<file path="config.mk">
export PLATFORM = sky130hd
export DESIGN_NAME = sdram_seq_ctrl
export DESIGN_NICKNAME = d
export VERILOG_FILES = /design/src/rtl/sdc_pkg.sv /design/src/rtl/sdc_gap_counter.sv /design/src/rtl/sdc_refresh_timer.sv /design/src/rtl/sdc_read_pipe.sv /design/src/rtl/sdram_seq_ctrl.sv
export SDC_FILE = /design/constraint.sdc
export NUM_CORES = 1
export LEC_CHECK = 0
export ABC_AREA = 0
export BUFFER_PORTS_ARGS = -buffer_cell sky130_fd_sc_hd__buf_4
export CAP_MARGIN = 0
export CORE_MARGIN = 2
export CORE_UTILIZATION = 48
export CTS_BUF_LIST = sky130_fd_sc_hd__clkbuf_16
export CTS_CLUSTER_SIZE = 40
export DETAILED_ROUTE_END_ITERATION = 10
export GPL_ROUTABILITY_DRIVEN = 0
export HOLD_SLACK_MARGIN = 0.05
export PLACE_DENSITY = 0.77
export SLEW_MARGIN = 20
export SYNTH_ARGS = -nofsm -noshare
export SYNTH_HDL_FRONTEND = slang
export SYNTH_SLANG_ARGS = --single-unit
</file>
<file path="constraint.sdc">
create_clock -name clk -period 2.1 [get_ports clk]
set_clock_uncertainty 0.05 [all_clocks]
set_input_delay 0.105 -clock clk [delete_from_list [all_inputs] [get_ports clk]]
set_output_delay 0.105 -clock clk [all_outputs]
set_load 0.03 [all_outputs]
</file>
<file path="src/rtl/sdc_pkg.sv">
// Shared types for the SDRAM command sequencer.
// Assumes a four-signal command word {cs_n, ras_n, cas_n, we_n}.
package sdc_pkg;

    typedef enum logic [3:0] {
        CMD_LMR  = 4'b0000,
        CMD_REF  = 4'b0001,
        CMD_PRE  = 4'b0010,
        CMD_ACT  = 4'b0011,
        CMD_WR   = 4'b0100,
        CMD_RD   = 4'b0101,
        CMD_BST  = 4'b0110,
        CMD_NOP  = 4'b0111
    } sd_cmd_e;

    typedef enum logic [2:0] {
        ST_PWRUP,
        ST_IREF,
        ST_IMRS,
        ST_IDLE,
        ST_RW,
        ST_PRE
    } seq_state_e;

endpackage

</file>
<file path="src/rtl/sdc_gap_counter.sv">
// Down counter that enforces a minimum command gap.
// Loading value v keeps idle low for v cycles after the load edge.
// Assumes load_val fits in W bits.
module sdc_gap_counter #(
    parameter int W         = 8,
    parameter int RESET_VAL = 0
) (
    input  logic         clk,
    input  logic         rst_n,
    input  logic         load,
    input  logic [W-1:0] load_val,
    output logic         idle
);

    logic [W-1:0] cnt_q;

    // Count down to zero, reload on request.
    always_ff @(posedge clk) begin
        if (!rst_n)
            cnt_q <= W'(RESET_VAL);
        else if (load)
            cnt_q <= load_val;
        else if (cnt_q != '0)
            cnt_q <= cnt_q - 1'b1;
    end

    assign idle = (cnt_q == '0);

endmodule

</file>
<file path="src/rtl/sdc_refresh_timer.sv">
// Raises a refresh request every INTERVAL cycles while enabled.
// The request stays up until acknowledged. Assumes INTERVAL > T_RC.
module sdc_refresh_timer #(
    parameter int INTERVAL = 128
) (
    input  logic clk,
    input  logic rst_n,
    input  logic enable,
    input  logic ack,
    output logic pending
);

    localparam int CW = $clog2(INTERVAL + 1);

    logic [CW-1:0] tick_q;

    // Interval count and pending flag; a new tick wins over an acknowledge.
    always_ff @(posedge clk) begin
        if (!rst_n || !enable) begin
            tick_q  <= '0;
            pending <= 1'b0;
        end else if (tick_q == CW'(INTERVAL - 1)) begin
            tick_q  <= '0;
            pending <= 1'b1;
        end else begin
            tick_q <= tick_q + 1'b1;
            if (ack)
                pending <= 1'b0;
        end
    end

endmodule

</file>
<file path="src/rtl/sdc_read_pipe.sv">
// Tracks issued READs and samples the data bus after the latency.
// A READ launched at edge E is registered by the memory at E+1.
// Its data is sampled at edge E+1+CAS_LAT.
module sdc_read_pipe #(
    parameter int DATA_W  = 16,
    parameter int CAS_LAT = 3
) (
    input  logic              clk,
    input  logic              rst_n,
    input  logic              issue,
    input  logic [DATA_W-1:0] dq_in,
    output logic              rd_valid,
    output logic [DATA_W-1:0] rd_data
);

    logic [CAS_LAT:0] flight_q;

    // Shift the in-flight marks and capture at the end of the line.
    always_ff @(posedge clk) begin
        if (!rst_n) begin
            flight_q <= '0;
            rd_valid <= 1'b0;
            rd_data  <= '0;
        end else begin
            flight_q <= {flight_q[CAS_LAT-1:0], issue};
            rd_valid <= flight_q[CAS_LAT];
            if (flight_q[CAS_LAT])
                rd_data <= dq_in;
        end
    end

endmodule

</file>
<file path="src/rtl/sdram_seq_ctrl.sv">
// SDRAM command sequencer: power-up init, periodic refresh and one
// single-beat access at a time. Each access opens a row and closes it again.
// Assumes COL_W <= 10 so that A10 is free on column commands.
// Assumes every timing parameter is at least 1.
module sdram_seq_ctrl #(
    parameter int DATA_W    = 16,
    parameter int BANK_W    = 2,
    parameter int ROW_W     = 12,
    parameter int COL_W     = 9,
    parameter int CLK_KHZ   = 133000,
    parameter int T_RCD     = 3,
    parameter int T_RP      = 3,
    parameter int T_RC      = 9,
    parameter int T_DPL     = 2,
    parameter int CAS_LAT   = 3,
    parameter int INIT_REFS = 8,
    localparam int BE_W     = DATA_W / 8
) (
    input  logic              clk,
    input  logic              rst_n,
    input  logic              req_valid,
    output logic              req_ready,
    input  logic              req_write,
    input  logic              req_autopre,
    input  logic [BANK_W-1:0] req_bank,
    input  logic [ROW_W-1:0]  req_row,
    input  logic [COL_W-1:0]  req_col,
    input  logic [DATA_W-1:0] req_wdata,
    input  logic [BE_W-1:0]   req_be,
    output logic              rd_valid,
    output logic [DATA_W-1:0] rd_data,
    output logic              sd_cke,
    output logic              sd_cs_n,
    output logic              sd_ras_n,
    output logic              sd_cas_n,
    output logic              sd_we_n,
    output logic [BANK_W-1:0] sd_ba,
    output logic [ROW_W-1:0]  sd_a,
    output logic [BE_W-1:0]   sd_dqm,
    output logic [DATA_W-1:0] sd_dq_out,
    output logic              sd_dq_oe,
    input  logic [DATA_W-1:0] sd_dq_in
);
    import sdc_pkg::*;

    localparam int INIT_CYC = CLK_KHZ / 10;
    localparam int REFI     = (CLK_KHZ * 64) / 4096;
    localparam int T_MRD    = 2;
    localparam int GAP_W    = $clog2(INIT_CYC + T_DPL + T_RP + T_RCD + T_MRD + 4);
    localparam int RC_W     = $clog2(T_RC + 1);
    localparam int IREF_W   = $clog2(INIT_REFS + 1);
    localparam logic [GAP_W-1:0] RCD_LOAD   = GAP_W'(T_RCD - 1);
    localparam logic [GAP_W-1:0] RP_LOAD    = GAP_W'(T_RP - 1);
    localparam logic [GAP_W-1:0] DPL_LOAD   = GAP_W'(T_DPL - 1);
    localparam logic [GAP_W-1:0] MRD_LOAD   = GAP_W'(T_MRD - 1);
    localparam logic [GAP_W-1:0] AP_WR_LOAD = GAP_W'(T_DPL + T_RP - 1);
    localparam logic [GAP_W-1:0] AP_RD_LOAD = GAP_W'(T_RP);
    localparam logic [RC_W-1:0]  RC_LOAD    = RC_W'(T_RC - 1);
    localparam logic [ROW_W-1:0] MODE_WORD  = ROW_W'(CAS_LAT << 4);

    seq_state_e state_q, state_d;
    sd_cmd_e    cmd_q, nxt_cmd;

    logic [BANK_W-1:0] nxt_ba;
    logic [ROW_W-1:0]  nxt_a;
    logic [BE_W-1:0]   nxt_dqm;
    logic [DATA_W-1:0] nxt_dq;
    logic              nxt_oe;

    logic              gap_ld, gap_idle, rc_ld, rc_idle;
    logic [GAP_W-1:0]  gap_val;
    logic              ref_pend, ref_ack, accept, rd_issue, iref_inc, init_done;
    logic [IREF_W-1:0] iref_q;

    logic              r_write, r_ap;
    logic [BANK_W-1:0] r_ba;
    logic [COL_W-1:0]  r_col;
    logic [DATA_W-1:0] r_wdata;
    logic [BE_W-1:0]   r_be;

    sdc_gap_counter #(.W(GAP_W), .RESET_VAL(INIT_CYC)) u_gap (
        .clk(clk), .rst_n(rst_n), .load(gap_ld), .load_val(gap_val), .idle(gap_idle)
    );

    sdc_gap_counter #(.W(RC_W), .RESET_VAL(0)) u_rc (
        .clk(clk), .rst_n(rst_n), .load(rc_ld), .load_val(RC_LOAD), .idle(rc_idle)
    );

    sdc_refresh_timer #(.INTERVAL(REFI)) u_refi (
        .clk(clk), .rst_n(rst_n), .enable(init_done), .ack(ref_ack), .pending(ref_pend)
    );

    sdc_read_pipe #(.DATA_W(DATA_W), .CAS_LAT(CAS_LAT)) u_rdp (
        .clk(clk), .rst_n(rst_n), .issue(rd_issue), .dq_in(sd_dq_in),
        .rd_valid(rd_valid), .rd_data(rd_data)
    );

    assign init_done = !(state_q inside {ST_PWRUP, ST_IREF, ST_IMRS});
    assign req_ready = (state_q == ST_IDLE) && gap_idle && rc_idle && !ref_pend;

    // Next-command selection and gap loading per sequencer state.
    always_comb begin
        state_d  = state_q;
        nxt_cmd  = CMD_NOP;
        nxt_ba   = '0;
        nxt_a    = '0;
        nxt_dqm  = '0;
        nxt_dq   = '0;
        nxt_oe   = 1'b0;
        gap_ld   = 1'b0;
        gap_val  = '0;
        rc_ld    = 1'b0;
        ref_ack  = 1'b0;
        accept   = 1'b0;
        rd_issue = 1'b0;
        iref_inc = 1'b0;
        case (state_q)
            ST_PWRUP: if (gap_idle) begin
                nxt_cmd   = CMD_PRE;
                nxt_a[10] = 1'b1;
                gap_ld    = 1'b1;
                gap_val   = RP_LOAD;
                state_d   = ST_IREF;
            end
            ST_IREF: if (gap_idle && rc_idle) begin
                nxt_cmd  = CMD_REF;
                rc_ld    = 1'b1;
                iref_inc = 1'b1;
                if (iref_q == IREF_W'(INIT_REFS - 1))
                    state_d = ST_IMRS;
            end
            ST_IMRS: if (gap_idle && rc_idle) begin
                nxt_cmd = CMD_LMR;
                nxt_a   = MODE_WORD;
                gap_ld  = 1'b1;
                gap_val = MRD_LOAD;
                state_d = ST_IDLE;
            end
            ST_IDLE: if (gap_idle && rc_idle) begin
                if (ref_pend) begin
                    nxt_cmd = CMD_REF;
                    rc_ld   = 1'b1;
                    ref_ack = 1'b1;
                end else if (req_valid) begin
                    accept  = 1'b1;
                    nxt_cmd = CMD_ACT;
                    nxt_ba  = req_bank;
                    nxt_a   = req_row;
                    gap_ld  = 1'b1;
                    gap_val = RCD_LOAD;
                    rc_ld   = 1'b1;
                    state_d = ST_RW;
                end
            end
            ST_RW: if (gap_idle) begin
                nxt_cmd   = r_write ? CMD_WR : CMD_RD;
                nxt_ba    = r_ba;
                nxt_a     = ROW_W'(r_col);
                nxt_a[10] = r_ap;
                gap_ld    = 1'b1;
                if (r_write) begin
                    nxt_dqm = ~r_be;
                    nxt_dq  = r_wdata;
                    nxt_oe  = 1'b1;
                end else begin
                    rd_issue = 1'b1;
                end
                if (r_ap) begin
                    gap_val = r_write ? AP_WR_LOAD : AP_RD_LOAD;
                    state_d = ST_IDLE;
                end else begin
                    gap_val = r_write ? DPL_LOAD : '0;
                    state_d = ST_PRE;
                end
            end
            ST_PRE: if (gap_idle) begin
                nxt_cmd = CMD_PRE;
                nxt_ba  = r_ba;
                gap_ld  = 1'b1;
                gap_val = RP_LOAD;
                state_d = ST_IDLE;
            end
            default: state_d = ST_IDLE;
        endcase
    end

    // State, pin registers and the latched request.
    always_ff @(posedge clk) begin
        if (!rst_n) begin
            state_q   <= ST_PWRUP;
            cmd_q     <= CMD_NOP;
            sd_cke    <= 1'b0;
            sd_ba     <= '0;
            sd_a      <= '0;
            sd_dqm    <= '0;
            sd_dq_out <= '0;
            sd_dq_oe  <= 1'b0;
            iref_q    <= '0;
            r_write   <= 1'b0;
            r_ap      <= 1'b0;
            r_ba      <= '0;
            r_col     <= '0;
            r_wdata   <= '0;
            r_be      <= '0;
        end else begin
            state_q   <= state_d;
            cmd_q     <= nxt_cmd;
            sd_cke    <= 1'b1;
            sd_ba     <= nxt_ba;
            sd_a      <= nxt_a;
            sd_dqm    <= nxt_dqm;
            sd_dq_out <= nxt_dq;
            sd_dq_oe  <= nxt_oe;
            if (iref_inc)
                iref_q <= iref_q + 1'b1;
            if (accept) begin
                r_write <= req_write;
                r_ap    <= req_autopre;
                r_ba    <= req_bank;
                r_col   <= req_col;
                r_wdata <= req_wdata;
                r_be    <= req_be;
            end
        end
    end

    assign {sd_cs_n, sd_ras_n, sd_cas_n, sd_we_n} = cmd_q;

endmodule

</file>
==> summary.md, run 1 <==
| Metric | Value |
|---|---|
| Status | finished, violations left |
| Failing checks | setup timing |
| Initial antenna violation count | 0 |
| Vias in the first global route | 5,079 |
| Slew at the pin with the worst max-slew slack | about 540 ps |
| First-pass GRT wire length | approximately 24 mm |
| Grt total ovfl | 0 |
| Share of layout cells above drive strength 1 | ~28% |
| Vias | roughly 5,000 |
| Sequential power share | a little over two fifths |
| Wire per inst | between 15 and 20 um |
| Clk slew on worst S/H paths | roughly 60 ps |
| CORE AREA | just under 10,000 um2 |
| Max Cap Violations | 0 |
| Arrival time at the worst endpoint | about 2000 ps |
| Hpwl dp | slightly above 8 mm |
| Post-synth top area cell | dfxtp_1 |
| Worst setup EP type | output port |
| FILL cells | 614 |
| Sw frac | about 25% |
| Hold crit path type | in2reg |
| Die area | 11,100 um2 |
| Cell Area, Synth | slightly below 5000 um2 |
| RSZ-0062 raised after global routing | true |
| Crit-path max cell delay | roughly 490 ps |
| Fin crit share | 103% |
| Initial Utilization | ~50% |
| 1st-iter DRT viols | between 400 and 500 |
| Vias per inst | approximately 5.4 |
| Final Hold Vio Count | 0 |
| Worst setup SP type | flip-flop |
| Cell breakdown of the critical path | inv_2 > ha_4 > or4b_4 > nor2_4 > buf_6 > nand2_4 > nor3_4 > buf_6 |
| Die Ht | roughly 110 um |
| Internal | roughly 0.0045 W |
| Net count after synthesis | ~620 |
| Routed Antenna Nets | 0 |
| Ys Warns | 0 |
| DRC viols | 0 |
| Clk Latency, worst-skew pair | 410 ps |
| Synth Flop Type | dfxtp_1 |
| Sequential element share of the synthesized area | between 50% and 60% |
| Dpl ws | -74.4 ps |
| Drt first pass iters | 6 |
| Synth cell types | 51 |
| Fin. max-slew vios | 0 |
| WP data required | a little under 2000 ps |
| CTS sink cnt | about 130 |
| Critical path type | reg2out |
| Non-Filler Instances | about 900 |
| Synthesized area per cell | about 9.0 um2 |
| VDD IR max | between 0.6 and 0.7 mV |
| Post-layout utilization of the core | about three quarters |
| I/O Buffers | 116 |
| Area grow syn2layout | 51.9% |
| Number of synthesized flops with an enable pin | 0 |
| Final setup viols | 4 |
| CP max stage cell | or4b_4 |
| CTS tree | built |
| Layout Nets | between 800 and 900 |
| Cts bufs inserted | 17 |
| FF+latch count, synth | 127 |
| Worst setup margin | -71.2 ps |
| Combinational cell fraction of total power | between 10% and 20% |
| PD cells | between 700 and 800 nW/um2 |
| Root buffer cell | clkbuf_16 |
| P_sw | between 0.001 and 0.0015 W |
| Rel. slew slack | between 60 and 70% |
| Max Root-Sink Buffers | 2 |
| Fmax | between 400 and 500 MHz |
| Leakage power total | 3.07 nW |
| H-tree lvl count | 4 |
| CP most frequent cell | buf_6 |
| Placed cells | around 800 |
| Tmin final | 2170 ps |
| Largest net degree at the start of global routing | a little over 40 |
| Gate Count Post-Synth | ~550 |
| Gr usage total | 27.1% |
| Power share of the clock group | 46.6% |
| Chip Width | ~110 um |
| Drt total wl | approximately 15 mm |
| Maximum fanout along the worst path | 3 |
| Area share of the largest cell type after synthesis | approximately 52% |
| Synth area leaders | dfxtp_1 (52%), nand2_1 (6.9%), a21oi_1 (4.9%) |
| Async set or reset register ratio after synthesis | 0% |
| FP Rows | 36 |
| I/O pins | approximately 120 |
## sequential cells by signal, summed over array words and instances, names as in the netlist
register        flops
u_refi.tick_q      12
r_col               9
r_write             1
u_refi.pending      1
r_ba                2
cmd_q               3
state_q             3
sd_dqm              2
sd_ba               2
r_be                2
r_ap                1
u_rdp.rd_valid      1
sd_a               12
u_gap.cnt_q        14
r_wdata            16
sd_dq_out          16
iref_q              4
sd_dq_oe            1
u_rdp.flight_q      4
u_rdp.rd_data      16
u_rc.cnt_q          4
sd_cke              1
## cells in the final DEF, fill, tap and decap left out, drive strengths merged, types with 3 or more instances in the layout
cell type    count
buf            159
dfxtp          127
nand2           90
dlygate4sd3     60
nor2            60
a21oi           48
and2            20
nand3           17
mux2i           17
clkbuf          17
o21ai           17
inv             16
and3            13
nor3            12
xnor2           11
xor2             9
ha               8
clkinv           8
a22oi            7
nor4             7
or3              5
nand2b           4
o211ai           3
nor2b            3
## final cells by class
type                    instances  area (um2)  area share, %
diodes                          1        2.50         0.0335
clock buffers                  17         425           5.70
clock inverters                15         136           1.83
inverters                      12        45.0          0.604
multi-input cells             380        2290           30.6
flip-flops and latches        127        2550           34.1
well taps                     133         166           2.23
repair buffers                219        1850           24.8
## synth_stat cells (2+ instances only)
| master | instances |
|---|---|
| nor3b_1 | 2 |
| ha_1 | 8 |
| nand2_1 | 90 |
| nand3b_1 | 2 |
| nor4_1 | 5 |
| inv_1 | 11 |
| o211ai_1 | 3 |
| buf_2 | 2 |
| nor3_1 | 11 |
| xnor2_1 | 11 |
| and2_1 | 20 |
| buf_4 | 5 |
| or4_1 | 2 |
| nor2_1 | 60 |
| nand3_1 | 17 |
| o21ai_0 | 16 |
| nor4_4 | 2 |
| a2111oi_0 | 2 |
| or3_1 | 5 |
| a22oi_1 | 7 |
| nand2b_1 | 4 |
| and3_1 | 13 |
| a21oi_1 | 48 |
| nor2b_1 | 3 |
| dfxtp_1 | 127 |
| mux2i_1 | 17 |
| a32oi_1 | 2 |
| clkbuf_1 | 20 |
| a2bb2oi_1 | 2 |
| xor2_1 | 9 |
## path summary, 6_finish.rpt
check	slack, ps	depth (start not counted)	to	from
min	160	4	state_q[0]	req_valid
max	-70	8	req_ready	u_gap.cnt_q[0]
max reg2reg	-10	10	state_q[2]	u_gap.cnt_q[0]
min reg2reg	370	1	sd_dqm[1]	r_be[1]
## metrics by stage
step | hold WS (ps) | TNS, ps | cell area, um2 | power [W]
2_1_floorplan | 82.7 | 0 | 4910 | 0.00276
3_3_place_gp | 293 | 0 | 6100 | 0.00297
3_5_place_dp | 297 | -104 | 6100 | 0.00298
4_1_cts | 122 | -118 | 7350 | 0.00583
5_1_grt | 183 | -3280 | 7460 | 0.00614
6_report | 159 | -91.1 | 7460 | 0.00595
## timing repair
item                                    CTS  global route
hold endpoints to repair                 73             0
pin swaps                                 3             8
endpoints found under the setup margin    7            58
buffers inserted                          5             6
hold buffers                             60             0
gates resized for setup                  15            21
## power by group through the flow
| stage | combinational (W) | sequential [W] | clock (W) |
|---|---|---|---|
| 2_1_floorplan | 0.000224 | 0.00254 | 0 |
| 3_3_place_gp | 0.000426 | 0.00254 | 0 |
| 3_5_place_dp | 0.000437 | 0.00254 | 0 |
| 4_1_cts | 0.000568 | 0.00249 | 0.00277 |
| 5_1_grt | 0.000723 | 0.00251 | 0.00291 |
| 6_report | 0.000674 | 0.00251 | 0.00277 |
## worst max-delay path, delay by kind of cell (launching register included)
kind          cells  cell delay [ps]
flops             1              320
buf+inv           3              340
simple gates      4              790
fa+ha+maj         1              140
## logic make-up after synthesis
kind of cell             count (synthesis)  synth area share [%]
buffers and inverters                   40                  3.64
adder cells (fa/ha/maj)                  8                  2.04
other                                    1                0.0764
multiplexers                            17                  3.47
AND/OR/NAND/NOR                        243                  24.1
AO/OA/AOI/OAI                           91                  11.3
flip-flops                             127                  51.8
XOR/XNOR                                20                  3.57
## per-layer routing
| metal | global-route usage (%) | vias up | part of all wire (%) |
|---|---|---|---|
| met5 | 0 | - | 0 |
| met4 | 11.9 | 0 | 3.4 |
| met3 | 7.05 | 57 | 6.3 |
| met2 | 49.6 | 250 | 53 |
| met1 | 29.2 | 2310 | 38 |
| li1 | - | 2287 | - |
Note: power is estimated with default switching activity, not from simulation.
==> inputs of run 2 (changes only) <==
==> constraint.sdc (replaced) <==
create_clock -name clk -period 2.1 [get_ports clk]
set_clock_uncertainty 0.05 [all_clocks]
set_input_delay 0.21 -clock clk [delete_from_list [all_inputs] [get_ports clk]]
set_output_delay 0.21 -clock clk [all_outputs]
set_load 0.03 [all_outputs]
==> summary.md, run 2 (synthesis results as in run 1) <==
| Metric | Value |
|---|---|
| Status | finished, violations left |
| Failing checks | setup timing |
| Initial antenna violation count | 0 (unchanged) |
| Slew at the pin with the worst max-slew slack | 467 ps (-76.0 ps) |
| 1st-iter DRT viols | 572 (+38%) |
| Fin. max-slew vios | 0 (unchanged) |
| Commonest non-fill, non-tap cell in the layout | buf_4 |
| RSZ-0062 raised after global routing | true |
| Share of layout cells above drive strength 1 | 29.0% (+0.78 points) |
| Vias in the first global route | 5,024 (-1.1%) |
| Root buffer cell | clkbuf_16 |
| DRC viols | 0 (unchanged) |
| Ant diodes | 0 (-1) |
| Reg2reg start | u_gap.cnt_q[0] |
| Drt first pass iters | 5 (-1) |
| Max Cap Violations | 0 (unchanged) |
| Arrival time at the worst endpoint | 2030 ps (about the same) |
| Final setup viols | 9 (+5) |
| Area grow syn2layout | 54.1% |
| Hold slack | 79.1 ps (-79.5 ps) |
| FF-to-FF path depth | 9 (-1) |
| GRT Max-Usage Layer | met2 |
| Layout Nets | 827 (unchanged) |
| Die area | 11,100 um2 (unchanged) |
| Worst setup SP type | flip-flop |
| Fmax | 436 MHz (-5.2%) |
| Cts bufs inserted | 17 (unchanged) |
| Rel. slew slack | 68.1% (+4.5 points) |
| RR Endpoint | u_gap.cnt_q[12] |
| Routing usage on met2 | 50.2% (+0.60 points) |
| WP data required | 1840 ps (-110 ps) |
| Initial Utilization | 49.8% (unchanged) |
| Largest net degree at the start of global routing | 35 (-15%) |
| Critical path type | reg2out |
| Wire per inst | 18.0 um (+9.7%) |
| Vias per inst | 5.55 (+2.2%) |
| VDD IR max | 0.587 mV (-11%) |
| I/O pins | 118 (unchanged) |
| Leakage power total | 3.12 nW (+1.8%) |
| Worst Hold Endpoint | sd_a[10] |
| FILL cells | 549 (-11%) |
| Routed Antenna Nets | 0 (unchanged) |
| Dpl ws | -85.8 ps (-11.4 ps) |
| PD cells | 820 nW/um2 (+2.7%) |
| CTS sink cnt | 127 (unchanged) |
| R2R setup slack | -120 ps (-110 ps) |
| Hold crit path type | in2reg |
| Worst hold start | req_row[10] |
| Setup TNS | -804 ps (-712 ps) |
| Grt total ovfl | 0 (unchanged) |
| Commonest cells after routing, fill and taps aside | buf_4 (152), dfxtp_1 (125), nand2_1 (89), nor2_1 (57), dlygate4sd3_1 (57) |
| Worst hold stages | 3 (-1) |
| Met3 Use GR | 6.43% (-0.62 points) |
| Met1 Use GR | 29.8% (+0.66 points) |
| CORE AREA | 9860 um2 (unchanged) |
| Largest regs | r_wdata: 16 flops, sd_dq_out: 16 flops, u_rdp.rd_data: 16 flops |
| Fin crit share | 109% (+5.7 points) |
| Drt total wl | 16.3 mm (+9.6%) |
| Clk Latency, worst-skew pair | 420 ps (about the same) |
| I/O Buffers | 116 (unchanged) |
| CTS tree | built |
| Vias | 5,008 (+2.1%) |
| Die Ht | 105 um (unchanged) |
| Hpwl dp | 8.26 mm (+0.20%) |
| FP Rows | 36 (unchanged) |
| Maximum fanout along the worst path | 6 (+3) |
| Chip Width | 105 um (unchanged) |
| Total power | 0.00620 W (+4.2%) |
| Clk slew on worst S/H paths | 60 ps (about the same) |
| H-tree lvl count | 4 (unchanged) |
| Max Root-Sink Buffers | 2 (unchanged) |
| Final Hold Vio Count | 0 (unchanged) |
| Worst setup EP type | output port |
| Gr usage total | 27.6% (+0.49 points) |
| Tmin final | 2290 ps (+120 ps) |
| Worst setup margin | -191 ps (-120 ps) |
| First-pass GRT wire length | 24.1 mm (+0.17%) |
-- run 2: changes by cell type in the layout (fill, tap and decap cells not counted), moves of 2 or more --
cell | previous run | this run
bufinv_16 | 1 | 3
o21ai_0 | 14 | 16
clkinvlp_4 | 2 | 0
dfxtp_2 | 4 | 2
dlygate4sd3_1 | 60 | 57
o21ai_1 | 3 | 1
clkinv_4 | 5 | 3
dfxtp_1 | 123 | 125
inv_6 | 4 | 6
-- run 2: worst max path at each step --
| stage | slack, ps | startpoint | cells past startpoint | to |
|---|---|---|---|---|
| final | -190 | u_rc.cnt_q[0] | 8 | req_ready |
| after global routing | -250 | u_rc.cnt_q[0] | 8 | req_ready |
| after CTS | -160 | u_gap.cnt_q[0] | 8 | req_ready |
| after detailed placement | -90 | u_rc.cnt_q[1] | 7 | u_gap.cnt_q[1] |
| after global placement | 20 | u_gap.cnt_q[0] | 8 | u_gap.cnt_q[12] |
| after floorplan | 3 | u_gap.cnt_q[0] | 7 | req_ready |
-- run 2: per-stage QoR --
stage	std cells	utilization, %	instance area (um2)
finish	903	76.7	7560
global route	903	76.7	7560
CTS	899	75.3	7430
detailed placement	804	62.2	6130
global placement	804	62.2	6130
floorplan	547	-	4920
-- run 2: timing repair --
action | CTS | global route
setup endpoints to repair | 19 | 46
hold buffers | 57 | 0
gates resized for setup | 15 | 21
pin swaps | 6 | 8
buffers inserted | 6 | 4
cloned | 0 | 1
endpoints found under the hold margin | 59 | 0
-- run 2: final cells by class --
class	instances	area [um2]	share of cell area, %
clock inverters	15	200	2.65
clock buffers	17	425	5.62
flip-flops and latches	127	2540	33.6
multi-input cells	380	2320	30.6
well taps	133	166	2.20
inverters	12	45.0	0.595
repair buffers	219	1860	24.6
-- run 2: critical path: stages, from the launching register on --
cell and delay, ps:
dfxtp_1 330, inv_1 80, ha_2 180, or3b_4 430, nor2_4 120, buf_6 120, nand2_4 60, nor3_4 140
buf_6 150
-- run 2: power breakdown --
| group | total, W | leakage [nW] | switching [W] | internal (W) |
|---|---|---|---|---|
| Combinational | 0.000599 | 1.79 | 0.000263 | 0.000336 |
| Clock | 0.00310 | 0.306 | 0.00119 | 0.00191 |
| Sequential | 0.00250 | 1.03 | 0.0000456 | 0.00245 |
-- run 2: layer usage --
metal / wire, um / up-vias / share of wire, %
li1: - / 2278 / -
met1: 6000 / 2366 / 37
met2: 8460 / 302 / 52
met3: 1170 / 62 / 7.2
met4: 656 / 0 / 4.0
met5: 0 / - / 0
